**config.mk**
```make
export PLATFORM = sky130hd
export DESIGN_NAME = lsync_nmi_gen
export DESIGN_NICKNAME = d
export VERILOG_FILES = /design/src/rtl/lsync_pkg.sv /design/src/rtl/lsync_bus_dec.sv /design/src/rtl/lsync_line_ctr.sv /design/src/rtl/lsync_flag_regs.sv /design/src/rtl/lsync_nmi_gen.sv
export SDC_FILE = /design/constraint.sdc
export NUM_CORES = 1
export LEC_CHECK = 0
export ABC_AREA = 1
export BUFFER_PORTS_ARGS = -buffer_cell sky130_fd_sc_hd__buf_4
export CAP_MARGIN = 30
export CORE_AREA = 2 2 39 41
export DETAILED_ROUTE_END_ITERATION = 8
export DIE_AREA = 0 0 41 43
export PLACE_DENSITY_LB_ADDON = 0.08
export SYNTH_ARGS = -nofsm -noshare
export SYNTH_HDL_FRONTEND = slang
export SYNTH_SLANG_ARGS = --single-unit
```
**constraint.sdc**
```tcl
create_clock -name clk -period 1.2 [get_ports clk]
set_clock_uncertainty 0.15 [all_clocks]
set_input_delay 0.12 -clock clk [delete_from_list [all_inputs] [get_ports clk]]
set_output_delay 0.12 -clock clk [all_outputs]
set_load 0.1 [all_outputs]
```
**src/rtl/lsync_pkg.sv**
```systemverilog
package lsync_pkg;

    // Bus events decoded from one sampled clock cycle
    typedef struct packed {
        logic ack;      // interrupt-acknowledge: counter reload
        logic nmi_set;  // write, a0 low
        logic nmi_clr;  // write, a1 low
        logic vs_set;   // read, a0 low (before enable gating)
        logic vs_clr;   // any write
    } bus_evt_t;

    function automatic logic in_window(int unsigned v, int unsigned first, int unsigned width);
        return (v >= first) && (v < first + width);
    endfunction

endpackage

```
**src/rtl/lsync_bus_dec.sv**
```systemverilog
module lsync_bus_dec (
    input  logic              m1_n,
    input  logic              iorq_n,
    input  logic              rd_n,
    input  logic              wr_n,
    input  logic              a0,
    input  logic              a1,
    output lsync_pkg::bus_evt_t evt
);
    logic io_wr;
    logic io_rd;

    always_comb begin
        io_wr       = !iorq_n && !wr_n;
        io_rd       = !iorq_n && !rd_n;
        evt.ack     = !m1_n && !iorq_n;
        evt.nmi_set = io_wr && !a0;
        evt.nmi_clr = io_wr && !a1;
        evt.vs_set  = io_rd && !a0;
        evt.vs_clr  = io_wr;
    end
endmodule

```
**src/rtl/lsync_line_ctr.sv**
```systemverilog
module lsync_line_ctr #(
    parameter int unsigned LINE_LEN   = 207,
    parameter int unsigned RELOAD_VAL = 0,
    parameter int unsigned SYNC_DELAY = 16,
    parameter int unsigned PULSE_W    = 16
) (
    input  logic clk,
    input  logic rst,
    input  logic hold,
    output logic hs_act
);
    localparam int unsigned CW       = $clog2(LINE_LEN);
    localparam int unsigned HS_FIRST = RELOAD_VAL + SYNC_DELAY;
    localparam logic [CW-1:0] LAST   = CW'(LINE_LEN - 1);
    localparam logic [CW-1:0] RELOAD = CW'(RELOAD_VAL);

    logic [CW-1:0] cnt;

    always_ff @(posedge clk) begin
        if (rst)              cnt <= '0;
        else if (hold)        cnt <= RELOAD;
        else if (cnt == LAST) cnt <= '0;
        else                  cnt <= cnt + CW'(1);
    end

    assign hs_act = lsync_pkg::in_window(32'(cnt), HS_FIRST, PULSE_W);

    // the acknowledge forces the reload value
    a_r3_reload_hold: assert property (@(posedge clk) disable iff (rst)
        hold |=> (cnt == RELOAD));

    // no sync pulse while held
    a_r3_no_sync_in_hold: assert property (@(posedge clk) disable iff (rst)
        hold |=> !hs_act);

    // the counter never stalls when free
    a_r2_advance: assert property (@(posedge clk) disable iff (rst)
        (!hold && cnt != LAST) |=> (cnt == $past(cnt) + CW'(1)));

    // wrap at the end of the line
    a_r2_wrap: assert property (@(posedge clk) disable iff (rst)
        (!hold && cnt == LAST) |=> (cnt == '0));
endmodule

```
**src/rtl/lsync_flag_regs.sv**
```systemverilog
module lsync_flag_regs (
    input  logic                clk,
    input  logic                rst,
    input  lsync_pkg::bus_evt_t evt,
    output logic                nmi_en,
    output logic                vs_on
);
    always_ff @(posedge clk) begin
        if (rst) begin
            nmi_en <= 1'b0;
            vs_on  <= 1'b0;
        end else begin
            if (evt.nmi_clr)      nmi_en <= 1'b0;
            else if (evt.nmi_set) nmi_en <= 1'b1;

            if (evt.vs_clr)                  vs_on <= 1'b0;
            else if (evt.vs_set && !nmi_en)  vs_on <= 1'b1;
        end
    end

    a_r5_enable_set: assert property (@(posedge clk) disable iff (rst)
        (evt.nmi_set && !evt.nmi_clr) |=> nmi_en);

    a_r6_clear_wins: assert property (@(posedge clk) disable iff (rst)
        evt.nmi_clr |=> !nmi_en);

    // with the enable flag set, vertical sync cannot start
    a_r8_locked_out: assert property (@(posedge clk) disable iff (rst)
        (nmi_en && !vs_on) |=> !vs_on);

    a_r9_write_clears_vs: assert property (@(posedge clk) disable iff (rst)
        evt.vs_clr |=> !vs_on);
endmodule

```
**src/rtl/lsync_nmi_gen.sv**
```systemverilog
module lsync_nmi_gen #(
    parameter int unsigned LINE_LEN   = 207,
    parameter int unsigned RELOAD_VAL = 0,
    parameter int unsigned SYNC_DELAY = 16,
    parameter int unsigned PULSE_W    = 16
) (
    input  logic clk,
    input  logic rst,
    input  logic m1_n,
    input  logic iorq_n,
    input  logic rd_n,
    input  logic wr_n,
    input  logic a0,
    input  logic a1,
    input  logic mode_nmi,
    output logic nmi_n,
    output logic hsync_n,
    output logic vsync_n
);
    lsync_pkg::bus_evt_t evt;
    logic hs_act;
    logic nmi_en;
    logic vs_on;

    lsync_bus_dec dec_i (
        .m1_n   (m1_n),
        .iorq_n (iorq_n),
        .rd_n   (rd_n),
        .wr_n   (wr_n),
        .a0     (a0),
        .a1     (a1),
        .evt    (evt)
    );

    lsync_line_ctr #(
        .LINE_LEN   (LINE_LEN),
        .RELOAD_VAL (RELOAD_VAL),
        .SYNC_DELAY (SYNC_DELAY),
        .PULSE_W    (PULSE_W)
    ) ctr_i (
        .clk    (clk),
        .rst    (rst),
        .hold   (evt.ack),
        .hs_act (hs_act)
    );

    lsync_flag_regs flags_i (
        .clk    (clk),
        .rst    (rst),
        .evt    (evt),
        .nmi_en (nmi_en),
        .vs_on  (vs_on)
    );

    assign hsync_n = !hs_act;
    assign nmi_n   = !(hs_act && nmi_en && mode_nmi);
    assign vsync_n = !vs_on;

    a_r7_mode_blocks: assert property (@(posedge clk) disable iff (rst)
        !mode_nmi |-> nmi_n);

    // an interrupt pulse only ever appears inside a sync pulse
    a_r7_inside_sync: assert property (@(posedge clk) disable iff (rst)
        !nmi_n |-> !hsync_n);

    a_r1_reset_clears: assert property (@(posedge clk)
        rst |=> (nmi_n && vsync_n && hsync_n));
endmodule

```
==> results.py <==
metrics = {
    "run_status": {
        "status": "complete, but fails checks",
        "violations": "setup timing",
    },
    "min_path": {
        "hold_depth": 4,
        "hold_path_class": "in -> reg",
    },
    "sta": {
        "period_share_pct": 119,
        "setup_violations": 3,
        "worst_slack_ps": -226,
        "rsz0062_at_grt": "yes",
        "fmax_ghz": 0.701,
        "hold_viol": 0,
        "finalMaxSlewViolations": 0,
        "fin_crit_ps": 1430,
        "worst_slew_pin_slew_ps": 268,
        "relSlewSlack_pct": 82.1,
    },
    "clock_network": {
        "clk_path_buf_depth": 2,
        "tritoncts": "built",
        "cts_made_buffers": 3,
        "clock-sinks": 10,
        "htreeDepth": 1,
        "clock_latency_ps": 270,
        "root_buffer": "clkbuf_4",
        "clkSlewWorstSetupHoldPaths_ps": 70,
    },
    "floorplan": {
        "core_um2": 1380,
        "die_area_um2": 1760,
        "chipWidth_um": 41,
        "dieHeight_um": 43,
        "rows": 14,
        "pin_count": 12,
        "start_util_pct": 38.6,
    },
    "place": {
        "portBuffers": 11,
        "gp_congestion": 0.750,
        "place_area_um2": 721,
        "hpwl_um": 861,
    },
    "global_routing": {
        "grt_pass1_vias": 553,
        "grt_max_degree": 9,
        "grt_use_total_pct": 16.9,
        "antenna_found_initial": 0,
        "overflow": 0,
        "grt_first_pass_wirelength_mm": 1.95,
    },
    "route": {
        "dr.first_iter.drc_count": 7,
        "drc": 0,
        "route.detailed.wl_per_inst_um": 9.57,
        "wl_met1_um": 431,
        "highest_layer": "met4",
        "first_pass_iters": 4,
        "antenna_left": 0,
        "viasPerCell": 4.57,
        "routed_wl_mm": 1.18,
        "route.vias.total": 562,
        "routed-wl-met2_um": 645,
        "wl_met3_um": 85,
    },
    "power_and_ir_drop": {
        "vdd_ir_drop_max_v": 0.000771,
        "power_density_nw_per_um2": 859,
        "p_leak_nw": 0.371,
    },
    "synthesis": {
        "ys_warn_count": 0,
        "yosysSeqAreaShare_pct": 37.5,
        "syn_nets": 92,
        "synth_cell_types": 15,
        "synth-seq-cells": 10,
        "syn_avg_cell_area_um2": 6.68,
        "synth_area_um2": 534,
        "postSynthCellCount": 80,
    },
    "final_layout": {
        "final_common_cell": "buf_4",
        "antennaDiodeCount": 0,
        "syn_to_final_growth_pct": 67.2,
        "utilization_pct": 64.6,
        "design_area_um2": 893,
        "final_cell_mix": "17 x buf_4, 15 x nand2_1, 15 x nor2_1, 8 x inv_1, 7 x dfxtp_2",
        "drive_above_1_share_pct": 48.6,
        "nNetsFinal": 120,
    },
    "critical_path": {
        "critPathMaxFanout": 2,
        "r2r_cells": 5,
        "end_kind": "output pin",
        "startpoint_type": "flip-flop",
        "critPathKind": "reg -> out",
        "crit_arrival_ps": 1160,
        "cp.required_ps": 930,
    },
    "job": {
        "drv_cap": 0,
    },
}
## path summary, 6_finish.rpt
check | start | to | slack [ps]
worst max-delay path | ctr_i.cnt[7] | nmi_n | -230
worst min-delay path | rd_n | flags_i.vs_on | 30
worst max register to register | ctr_i.cnt[6] | ctr_i.cnt[2] | 10
worst min register to register | flags_i.vs_on | flags_i.vs_on | 360
## kinds of logic (layout without fill, tap and decap cells)
kind of cell / count (synthesis) / after routing / share of synthesized area [%]
simple gates: 49 / 49 / 38.6
buf+inv: 14 / 41 / 9.84
flops: 10 / 10 / 37.5
fa+ha+maj: 3 / 3 / 7.03
compound gates: 3 / 3 / 5.39
xor+xnor: 1 / 1 / 1.64
## where the power goes
part | internal [mW] | switching, mW | leakage [nW]
sequential | 0.340 | 0.00753 | 0.0852
combinational | 0.0573 | 0.0566 | 0.265
clock | 0.184 | 0.122 | 0.0210
## synthesized netlist by cell type
master	n	area, µm²
nand2_1	17	63.8
nor3_1	3	15.0
inv_1	13	48.8
nand4_1	1	6.26
o21bai_1	1	7.51
a21oi_1	1	5.00
nand3_1	7	35.0
inv_2	1	3.75
xnor2_1	1	8.76
o21ai_4	1	16.3
nand2_2	2	12.5
nor2_2	1	6.26
ha_1	3	37.5
dfxtp_1	10	200
nor2_1	18	67.6
## worst max-delay path, stage by stage, from the launching register on
cell     delay, ps
dfxtp_2        320
inv_2           60
nand2_2         60
nor3_4         180
nand3_4        100
buf_12         170
## area by class of cell
cell class,count,area [µm²]
clock buffer,4,36.3
fill,127,490
inverter,14,55.1
multi-input combinational,56,360
sequential,10,213
tap,16,20.0
timing repair buffer,23,209
## metrics by stage
| step | setup TNS [ps] | power, mW | hold slack [ps] | worst slack (ps) | std cells |
|---|---|---|---|---|---|
| floorplan | 0 | 0.399 | 47.8 | 1.07 | 80 |
| global placement | -661 | 0.444 | 166 | -88.7 | 115 |
| detailed placement | -809 | 0.447 | 165 | -113 | 115 |
| CTS | -449 | 0.776 | 27.7 | -244 | 123 |
| global route | -884 | 0.805 | 51.0 | -296 | 123 |
| finish | -416 | 0.767 | 27.4 | -226 | 123 |
## sequential cells by signal (all words and copies together) (netlist names)
signal / count
ctr_i.cnt: 8
flags_i.vs_on: 1
flags_i.nmi_en: 1
## layer usage
metal  up-vias  track usage [%]
li1        297                -
met5         -                0
met1       248             13.6
met4         0             8.00
met2        15             30.9
met3         2             7.85
## repair_timing
action | CTS | global route
hold buffers | 3 | 0
pin swaps | 6 | 5
hold endpoints to repair | 2 | 0
gates resized for setup | 22 | 11
buffers inserted | 1 | 0
setup endpoints to repair | 10 | 11
Power figures use the tool's default switching activity.
